$ cat config.mk
export PLATFORM = sky130hd
export DESIGN_NAME = ldst_align
export DESIGN_NICKNAME = d
export VERILOG_FILES = /design/src/rtl/ldst_align_pkg.sv /design/src/rtl/ldst_ea_calc.sv /design/src/rtl/ldst_fmt.sv /design/src/rtl/ldst_align.sv
export SDC_FILE = /design/constraint.sdc
export NUM_CORES = 1
export LEC_CHECK = 0
export ABC_CLOCK_PERIOD_IN_PS = 6900
export BUFFER_PORTS_ARGS = -buffer_cell sky130_fd_sc_hd__buf_4
export CORE_MARGIN = 4
export CORE_UTILIZATION = 35
export DETAILED_ROUTE_END_ITERATION = 10
export GPL_TIMING_DRIVEN = 0
export PLACE_DENSITY = 0.66
export SYNTH_ARGS = -nofsm -noshare
export SYNTH_HDL_FRONTEND = slang
export SYNTH_SLANG_ARGS = --single-unit
$ cat constraint.sdc
create_clock -name clk -period 6.9 [get_ports clk]
set_input_delay 1.38 -clock clk [delete_from_list [all_inputs] [get_ports clk]]
set_output_delay 1.38 -clock clk [all_outputs]
set_load 0.01 [all_outputs]
$ cat src/rtl/ldst_align_pkg.sv
package ldst_align_pkg;
    typedef enum logic [2:0] {
        OP_LD_L = 3'd0,
        OP_ST_L = 3'd1,
        OP_LD_W = 3'd2,
        OP_ST_W = 3'd3,
        OP_LD_P = 3'd4,
        OP_ST_P = 3'd5
    } op_e;

    typedef enum logic [1:0] {
        AM_IND  = 2'd0,
        AM_BREG = 2'd1,
        AM_BIMM = 2'd2
    } am_e;

    localparam logic SZ_WORD = 1'b0;
    localparam logic SZ_LONG = 1'b1;
endpackage

$ cat src/rtl/ldst_ea_calc.sv
module ldst_ea_calc #(
    parameter int          AW     = 32,
    parameter int          IMM_W  = 5,
    parameter logic [AW-1:0] WIN_LO = 32'h00F0_3000,
    parameter logic [AW-1:0] WIN_HI = 32'h00F0_3FFF
) (
    input  logic [1:0]       mode,
    input  logic             base_sel,
    input  logic [AW-1:0]    r14_val,
    input  logic [AW-1:0]    r15_val,
    input  logic [AW-1:0]    idx_val,
    input  logic [IMM_W-1:0] imm,
    output logic [AW-1:0]    ea,
    output logic             in_win
);
    import ldst_align_pkg::*;

    localparam logic [IMM_W:0] IMM_ZERO_AS = (IMM_W+1)'(1) << IMM_W;

    logic [AW-1:0] base;
    logic [IMM_W:0] imm_ext;
    logic [AW-1:0] imm_off;

    always_comb begin
        base    = base_sel ? r15_val : r14_val;
        imm_ext = (imm == '0) ? IMM_ZERO_AS : {1'b0, imm};
        imm_off = AW'(imm_ext) << 2;
        unique case (am_e'(mode))
            AM_BREG: ea = base + idx_val;
            AM_BIMM: ea = base + imm_off;
            default: ea = idx_val;
        endcase
        in_win = (ea >= WIN_LO) && (ea <= WIN_HI);
    end
endmodule

$ cat src/rtl/ldst_fmt.sv
module ldst_fmt #(
    parameter int AW = 32,
    parameter int DW = 32
) (
    input  logic [2:0]    op,
    input  logic [1:0]    mode,
    input  logic [AW-1:0] ea,
    input  logic          in_win,
    input  logic [DW-1:0] st_data,
    input  logic [DW-1:0] hi_q,
    output logic [AW-1:0] addr0,
    output logic          size,
    output logic          we,
    output logic [DW-1:0] wdata0,
    output logic          phrase,
    output logic          trunc
);
    import ldst_align_pkg::*;

    localparam int HALF = DW / 2;

    logic [DW-1:0] half_data;

    always_comb begin
        half_data = {{(DW-HALF){1'b0}}, st_data[HALF-1:0]};
        addr0  = ea;
        size   = SZ_LONG;
        we     = 1'b0;
        wdata0 = st_data;
        phrase = 1'b0;
        trunc  = 1'b0;
        unique case (op_e'(op))
            OP_LD_L: begin
                if (in_win || am_e'(mode) == AM_IND)
                    addr0 = {ea[AW-1:2], 2'b00};
            end
            OP_ST_L: begin
                we = 1'b1;
                if (in_win) addr0 = {ea[AW-1:2], 2'b00};
            end
            OP_LD_W, OP_ST_W: begin
                we     = (op_e'(op) == OP_ST_W);
                trunc  = 1'b1;
                wdata0 = half_data;
                if (in_win) addr0 = {ea[AW-1:1], 1'b0};
                else        size  = SZ_WORD;
            end
            OP_LD_P, OP_ST_P: begin
                we     = (op_e'(op) == OP_ST_P);
                phrase = 1'b1;
                wdata0 = hi_q;
                if (in_win) addr0 = {ea[AW-1:3], 3'b000};
            end
            default: ;
        endcase
    end
endmodule

$ cat src/rtl/ldst_align.sv
module ldst_align #(
    parameter int          AW     = 32,
    parameter int          DW     = 32,
    parameter int          IMM_W  = 5,
    parameter logic [31:0] WIN_LO = 32'h00F0_3000,
    parameter logic [31:0] WIN_HI = 32'h00F0_3FFF
) (
    input  logic             clk,
    input  logic             rst_n,
    input  logic             req_valid,
    input  logic [2:0]       op_kind,
    input  logic [1:0]       addr_mode,
    input  logic             base_sel,
    input  logic [AW-1:0]    r14_val,
    input  logic [AW-1:0]    r15_val,
    input  logic [AW-1:0]    idx_val,
    input  logic [IMM_W-1:0] imm5,
    input  logic [DW-1:0]    st_data,
    input  logic             hi_wr_en,
    input  logic [DW-1:0]    hi_wr_data,
    input  logic [DW-1:0]    bus_rdata,
    output logic             busy,
    output logic             bus_req,
    output logic             bus_we,
    output logic             bus_size,
    output logic [AW-1:0]    bus_addr,
    output logic [DW-1:0]    bus_wdata,
    output logic             ld_valid,
    output logic [DW-1:0]    ld_data,
    output logic [DW-1:0]    hi_data
);
    import ldst_align_pkg::*;

    localparam int HALF = DW / 2;
    localparam logic [AW-1:0] BEAT_STEP = AW'(DW / 8);

    typedef struct packed {
        logic          req;
        logic          we;
        logic          size;
        logic [AW-1:0] addr;
        logic [DW-1:0] wdata;
        logic          to_hi;
        logic          trunc;
        logic          pend;
        logic          pend_we;
        logic [AW-1:0] pend_addr;
        logic [DW-1:0] pend_wdata;
        logic          ld_v;
        logic [DW-1:0] ld;
        logic [DW-1:0] hi;
    } st_t;

    st_t s_d, s_q;

    logic [AW-1:0] ea;
    logic          in_win;
    logic [AW-1:0] f_addr;
    logic          f_size, f_we, f_phrase, f_trunc;
    logic [DW-1:0] f_wdata;

    ldst_ea_calc #(.AW(AW), .IMM_W(IMM_W), .WIN_LO(AW'(WIN_LO)), .WIN_HI(AW'(WIN_HI))) u_ea (
        .mode(addr_mode), .base_sel(base_sel), .r14_val(r14_val), .r15_val(r15_val),
        .idx_val(idx_val), .imm(imm5), .ea(ea), .in_win(in_win)
    );

    ldst_fmt #(.AW(AW), .DW(DW)) u_fmt (
        .op(op_kind), .mode(addr_mode), .ea(ea), .in_win(in_win), .st_data(st_data),
        .hi_q(s_q.hi), .addr0(f_addr), .size(f_size), .we(f_we), .wdata0(f_wdata),
        .phrase(f_phrase), .trunc(f_trunc)
    );

    always_comb begin
        s_d      = s_q;
        s_d.req  = 1'b0;
        s_d.ld_v = 1'b0;
        if (hi_wr_en) s_d.hi = hi_wr_data;
        // read data returned in the cycle the request is on the bus
        if (s_q.req && !s_q.we) begin
            if (s_q.to_hi) begin
                s_d.hi = bus_rdata;
            end else begin
                s_d.ld_v = 1'b1;
                s_d.ld   = s_q.trunc ? {{(DW-HALF){1'b0}}, bus_rdata[HALF-1:0]} : bus_rdata;
            end
        end
        if (s_q.pend) begin
            s_d.req   = 1'b1;
            s_d.we    = s_q.pend_we;
            s_d.size  = SZ_LONG;
            s_d.addr  = s_q.pend_addr;
            s_d.wdata = s_q.pend_wdata;
            s_d.to_hi = 1'b0;
            s_d.trunc = 1'b0;
            s_d.pend  = 1'b0;
        end else if (req_valid) begin
            s_d.req        = 1'b1;
            s_d.we         = f_we;
            s_d.size       = f_size;
            s_d.addr       = f_addr;
            s_d.wdata      = f_wdata;
            s_d.trunc      = f_trunc;
            s_d.to_hi      = f_phrase && !f_we;
            s_d.pend       = f_phrase;
            s_d.pend_we    = f_we;
            s_d.pend_addr  = f_addr + BEAT_STEP;
            s_d.pend_wdata = st_data;
        end
    end

    always_ff @(posedge clk) begin
        if (!rst_n) s_q <= '0;
        else        s_q <= s_d;
    end

    assign busy      = s_q.pend;
    assign bus_req   = s_q.req;
    assign bus_we    = s_q.we;
    assign bus_size  = s_q.size;
    assign bus_addr  = s_q.addr;
    assign bus_wdata = s_q.wdata;
    assign ld_valid  = s_q.ld_v;
    assign ld_data   = s_q.ld;
    assign hi_data   = s_q.hi;
endmodule

==> results of run 1 <==
-- metrics by stage --
step / std cells / cell area, µm² / hold slack [ps] / utilization [%]
final: 2687 / 17880 / 457.6 / 46.05
after CTS: 2676 / 17690 / 455.7 / 45.56
after global placement: 2640 / 17030 / 442.7 / 43.86
after floorplan: 1787 / 13870 / 432.3 / -
after global routing: 2685 / 17870 / 471.7 / 46.04
after detailed placement: 2640 / 17030 / 446.9 / 43.86
-- worst max-delay path by stage --
stage	from	endpoint	depth (start not counted)
floorplan	base_sel	s_q[123]	29
global placement	base_sel	s_q[125]	26
detailed placement	base_sel	s_q[123]	25
CTS	base_sel	s_q[123]	26
global route	base_sel	s_q[113]	26
finish	addr_mode[0]	s_q[117]	24
-- cell families after synthesis --
kind of cell | count (synthesis) | synth area share, %
adders and majority gates | 46 | 4.268
AOI/OAI and AO/OA | 502 | 25.51
DFF | 200 | 28.94
xor gates and xnor gates | 33 | 2.089
muxes | 80 | 6.041
and+or+nand+nor | 649 | 21.95
buffers and inverters | 277 | 11.20
-- sequential cells by signal, summed over array words and instances, names as in the netlist, 32 cells and up --
register   flops
hi_data       32
bus_addr      32
bus_wdata     32
s_q           67
ld_data       32
-- critical path, delay by kind of cell --
kind                       cells  cell delay [ps]
adders and majority gates      2              350
and+or+nand+nor               12             2520
AOI/OAI and AO/OA              3              830
xor gates and xnor gates       1              100
buffers and inverters          6             1810
-- power by group --
part | switching [W] | internal (W)
Clock | 0.000471 | 0.000485
Combinational | 0.000612 | 0.000467
Sequential | 0.0000524 | 0.00123
Total | 0.00114 | 0.00218
-- area by class of cell --
| type | instances | share of cell area (%) |
|---|---|---|
| Sequential cell | 200 | 22.39 |
| Tap cell | 518 | 3.625 |
| Multi-Input combinational cell | 1310 | 47.32 |
| Buffer | 244 | 8.174 |
| Inverter | 30 | 0.6508 |
| Timing Repair Buffer | 351 | 14.74 |
| Clock buffer | 19 | 2.533 |
| Clock inverter | 12 | 0.5248 |
| Antenna cell | 3 | 0.04199 |
-- per-layer routing --
| metal | GRT usage [%] | vias up | share of wire (%) |
|---|---|---|---|
| li1 | - | 7127 | - |
| met1 | 31.56 | 7138 | 42 |
| met2 | 43.42 | 688 | 48 |
| met3 | 3.874 | 92 | 7.4 |
| met4 | 8.381 | 0 | 3.3 |
| met5 | 0 | - | 0 |
-- cell usage in the layout (no fill, tap or decap), types with 34 or more instances in the layout --
cell type,count
a21oi_1,149
o21ai_0,50
dfxtp_1,200
a211oi_1,70
buf_4,479
mux2i_1,52
clkbuf_1,94
nor2_1,210
nand2_1,208
nand3_1,53
a221oi_1,34
ha_1,42
-- what timing repair did --
action / 4_1_cts / 5_1_grt
pin swaps: 8 / 11
setup endpoints to repair: 14 / 11
buffers inserted: 8 / 8
resized for setup: 15 / 32
==> impl_metrics.tcl, run 1 <==
set metrics [dict create \
    status "complete, no violations" \
    worst_r2r_endpoint "ld_data[22]" \
    ys_warn_count 0 \
    critPathMaxFanout 10 \
    min_from "s_q[103]" \
    coreArea_mm2 0.03883 \
    slew_viol_final 0 \
    async_flop_share_pct 0 \
    worst_setup_path_start_kind "input pin" \
    power_leakage_nw 7.579 \
    drt-pass1-iter-count 5 \
    powerDensity_mw_per_mm2 185.7 \
    ant_nets 0 \
    fill_cells 3925 \
    path_class "in -> reg" \
    ys_seq_elements 200 \
    cts.htree.levels 4 \
    drt_iter0_drc 1129 \
    antenna_found_initial 1 \
    rr_worst_depth 5 \
    num_vias 15050 \
    worst_slack_ps 248.9 \
    cpPeakStageDelay_ps 720 \
    synth_ff_type "dfxtp_1" \
    path_clk_slew_ps 70 \
    maxCapViolCount 0 \
    cts_hold_buffers 0 \
    die_area_mm2 0.04278 \
    final_nets 2407 \
    drc 0 \
    cts.sinks 200 \
    yosys-top-cells-count "nor2_1 (212), nand2_1 (209), dfxtp_1 (200)" \
    grt_pass1_vias 14460 \
    p_total_w 0.003320 \
    yosysTopAreaCellShare_pct 28.94 \
    grt_pass1_wl_mm 83.55 \
    layout-drive-gt1-share_pct 27.70 \
    io_buffers 335 \
    endpoint_kind "register" \
    clock-root-buffer "clkbuf_16" \
    grt_overflow_total 0 \
    tns_ps 0 \
    avgSynthCellArea_um2 7.742 \
    yosysMostFrequentCell "nor2_1" \
    drt-total-wl_mm 56.43 \
    hold_viol_final 0 \
    timing.rr.start "bus_req" \
    synth-edff-count 0 \
    post_drt_wl_per_cell_um 21.00 \
    max-vdd-ir-drop_mv 0.1383 \
    ys_types 91 \
    min_path_cells 2 \
    chipWidth_um 206.8 \
    slowest_stage "nor2_2" \
    fmax_mhz 150.4 \
    seq_area_mm2 0.004004 \
    insertion_delay_ps 440 \
    ys_seq_area_share_pct 28.94 \
    fin_skew_ps 13.04 \
    cts_buffers 17 \
    cts_tree "built" \
    pre_cts_ws_ps -1657 \
    r2r_slack_ps 4260 \
    grt_max_degree 26 \
    syn_nets 2040 \
    worst_pin_slew_ps 1136 \
    worstHoldPathType "reg -> reg" \
    rsz0062_at_grt "no" \
    multi_input_area_mm2 0.008461 \
    syn_inst 1787 \
    gp_congestion 0.9365 \
    cp.required_ps 7270 \
    routed_via_density 5.599 \
    syn_to_final_growth_pct 29.23 \
    dp_hpwl_mm 45.51 \
    arrival_ps 7020 \
    fin_crit_sh_pct 96.39 \
    clockBufferDepth 2 \
    netlist_area_mm2 0.01384 \
    yosys.area.top_type "dfxtp_1" \
    crit_chain "buf_4 > inv_1 > ha_1 > clkbuf_1 > clkinv_1 > nor2_2 > nand2_1 > nor4_1 > nor3_1 > o311a_1 > and4bb_1 > nand4_2 > nor4_4 > buf_6 > nor2_2 > ha_2 > and3b_2 > nand4_1 > a211o_4 > nor4b_4 > buf_4 > xnor2_1 > nand2_1 > a21oi_1" \
    ys_top_cells_by_area "dfxtp_1 (29%), buf_4 (6.9%), nor2_1 (5.8%)" \
    initial_utilization_pct 35.63 \
    grtUsageTotal_pct 24.93 \
    rows 72 \
    fin_crit_ps 6651 \
    io_pins 340 \
    min_to "s_q[103]" \
    die_y_um 206.8 \
    max-slew-margin-rel_pct 24.09 \
    setup_viol 0 \
]
(Power assumes the default switching activity.)
==> run 2: changes to the inputs <==
Settings changed: SETUP_SLACK_MARGIN set to 0.5.
==> run 2 against run 1 <==
Effect of this change: hold slack improved by 1.0 ps; fmax rose by 1.5%; clock power up 7%; combinational power increased by 6%; register-to-register slack gained 60 ps; die area unchanged; critical endpoint is now s_q[123].
==> impl_metrics.tcl, run 2 (synthesized netlist as in run 1, its figures left out) <==
set metrics [dict create \
    status "complete, no violations" \
    die_y_um 206.8 \
    clockBufferDepth 2 \
    largest_register_ffs 67 \
    initial_utilization_pct 35.63 \
    dp_hpwl_mm 45.04 \
    final_util_pct 48.18 \
    endpoint_kind "register" \
    rsz0062_at_grt "yes" \
    die_area_mm2 0.04278 \
    cts.sinks 200 \
    worst_setup_path_start_kind "input pin" \
    max-slew-margin-rel_pct 22.32 \
    critPathTopFamily "simple AND/OR/NAND/NOR gates" \
    drc 0 \
    final_cell_mix "buf_4 (512), nor2_1 (209), nand2_1 (207)" \
    hold_viol_final 0 \
    drt-pass1-iter-count 5 \
    rows 72 \
    cp.buffers_inverters 9 \
    num_vias 15230 \
    cts_tree "built" \
    power_leakage_nw 7.970 \
    p_total_w 0.003458 \
    worst_pin_slew_ps 1163 \
    chipWidth_um 206.8 \
    grt_overflow_total 0 \
    insertion_delay_ps 440 \
    antenna_found_initial 0 \
    fin_crit_sh_pct 94.98 \
    worst_slack_ps 346.4 \
    arrival_ps 6870 \
    pre_cts_ws_ps -1182 \
    critPathMaxFanout 7 \
    io_pins 340 \
    drt_iter0_drc 1193 \
    fin_crit_ps 6554 \
    mostFrequentLayoutCell "buf_4" \
    layout-drive-gt1-share_pct 31.21 \
    setup_viol 0 \
    powerDensity_mw_per_mm2 184.8 \
    fin_skew_ps 9.461 \
    post_drt_wl_per_cell_um 21.04 \
    tns_ps 0 \
    path_clk_slew_ps 70 \
    syn_to_final_growth_pct 35.21 \
    cts.htree.levels 4 \
    gp_congestion 0.9263 \
    grt_max_degree 17 \
    io_buffers 335 \
    slew_viol_final 0 \
    maxCapViolCount 0 \
    path_class "in -> reg" \
    cp.required_ps 7220 \
    final_nets 2455 \
    routed_via_density 5.574 \
    slowest_stage "or4_1" \
    cts_hold_buffers 0 \
    fill_cells 3749 \
    grtUsageTotal_pct 25.33 \
    max-vdd-ir-drop_mv 0.1394 \
    cts_buffers 17 \
    coreArea_mm2 0.03883 \
    drt-total-wl_mm 57.50 \
    grt_pass1_vias 14750 \
    ant_nets 0 \
    grt_pass1_wl_mm 85.07 \
    clock-root-buffer "clkbuf_16" \
    cpPeakStageDelay_ps 470 \
    holdWs_ps 458.6 \
    top_register "s_q" \
    worstHoldPathType "reg -> reg" \
    fmax_mhz 152.6 \
]
run 2: changes by cell type in the layout (fill, tap and decap cells not counted), moves of 4 or more:
cell / before / now
buf_4: 479 / 512
buf_6: 2 / 14
a21oi_1: 149 / 142
a21oi_2: 2 / 8
ha_4: 0 / 6
a211oi_1: 70 / 66
ha_1: 42 / 38
run 2: routing by layer:
metal  up-vias  GRT usage (%)  routed length, µm
met5         -              0                  0
met4         0          8.687               2034
met3       103          3.937               4501
met2       686          43.81              27350
met1      7221          32.22              23620
li1       7223              -                  -
run 2: worst reg2reg max path, stage by stage, from the launching register on:
cell and delay (ps):
dfxtp_1 340, or3b_2 460, clkbuf_1 270, nor3_1 810, clkbuf_1 440, a22o_1 210
run 2: report_power, final:
part / switching [W] / total, W / internal [W]
registers: 0.0000519 / 0.00128 / 0.00123
clock network: 0.000454 / 0.00102 / 0.000565
logic: 0.000643 / 0.00115 / 0.000511
run 2: final timing paths:
check,cells past startpoint,slack [ps],end,start
setup reg to reg,5,4320,ld_data[29],s_q[132]
setup / recovery,30,350,s_q[123],base_sel
hold / removal,2,460,s_q[76],s_q[76]
hold reg to reg,2,460,s_q[76],s_q[76]
run 2: cell type report:
cell class | instances | area [µm²] | share of cell area, %
buffer | 247 | 1515 | 8.099
clock inverter | 9 | 116.4 | 0.6220
antenna | 1 | 2.502 | 0.01338
timing repair buffer | 396 | 3043 | 16.27
clock buffer | 22 | 474.2 | 2.535
multi-input combinational | 1310 | 8787 | 46.97
tap | 518 | 648.1 | 3.464
sequential | 200 | 4004 | 21.40
inverter | 30 | 117.6 | 0.6287
run 2: per-stage QoR:
stage | std cells | area (µm²)
after detailed placement | 2640 | 17140
after global placement | 2640 | 17140
after floorplan | 1787 | 13970
after global routing | 2732 | 18710
after CTS | 2717 | 18340
final | 2733 | 18710
run 2: what timing repair did:
action,in CTS,in global routing
gates cloned,1,0
endpoints found under the setup margin,15,17
resized for setup,54,55
buffers inserted,45,15
endpoints found under the hold margin,0,0
pin swaps,33,37
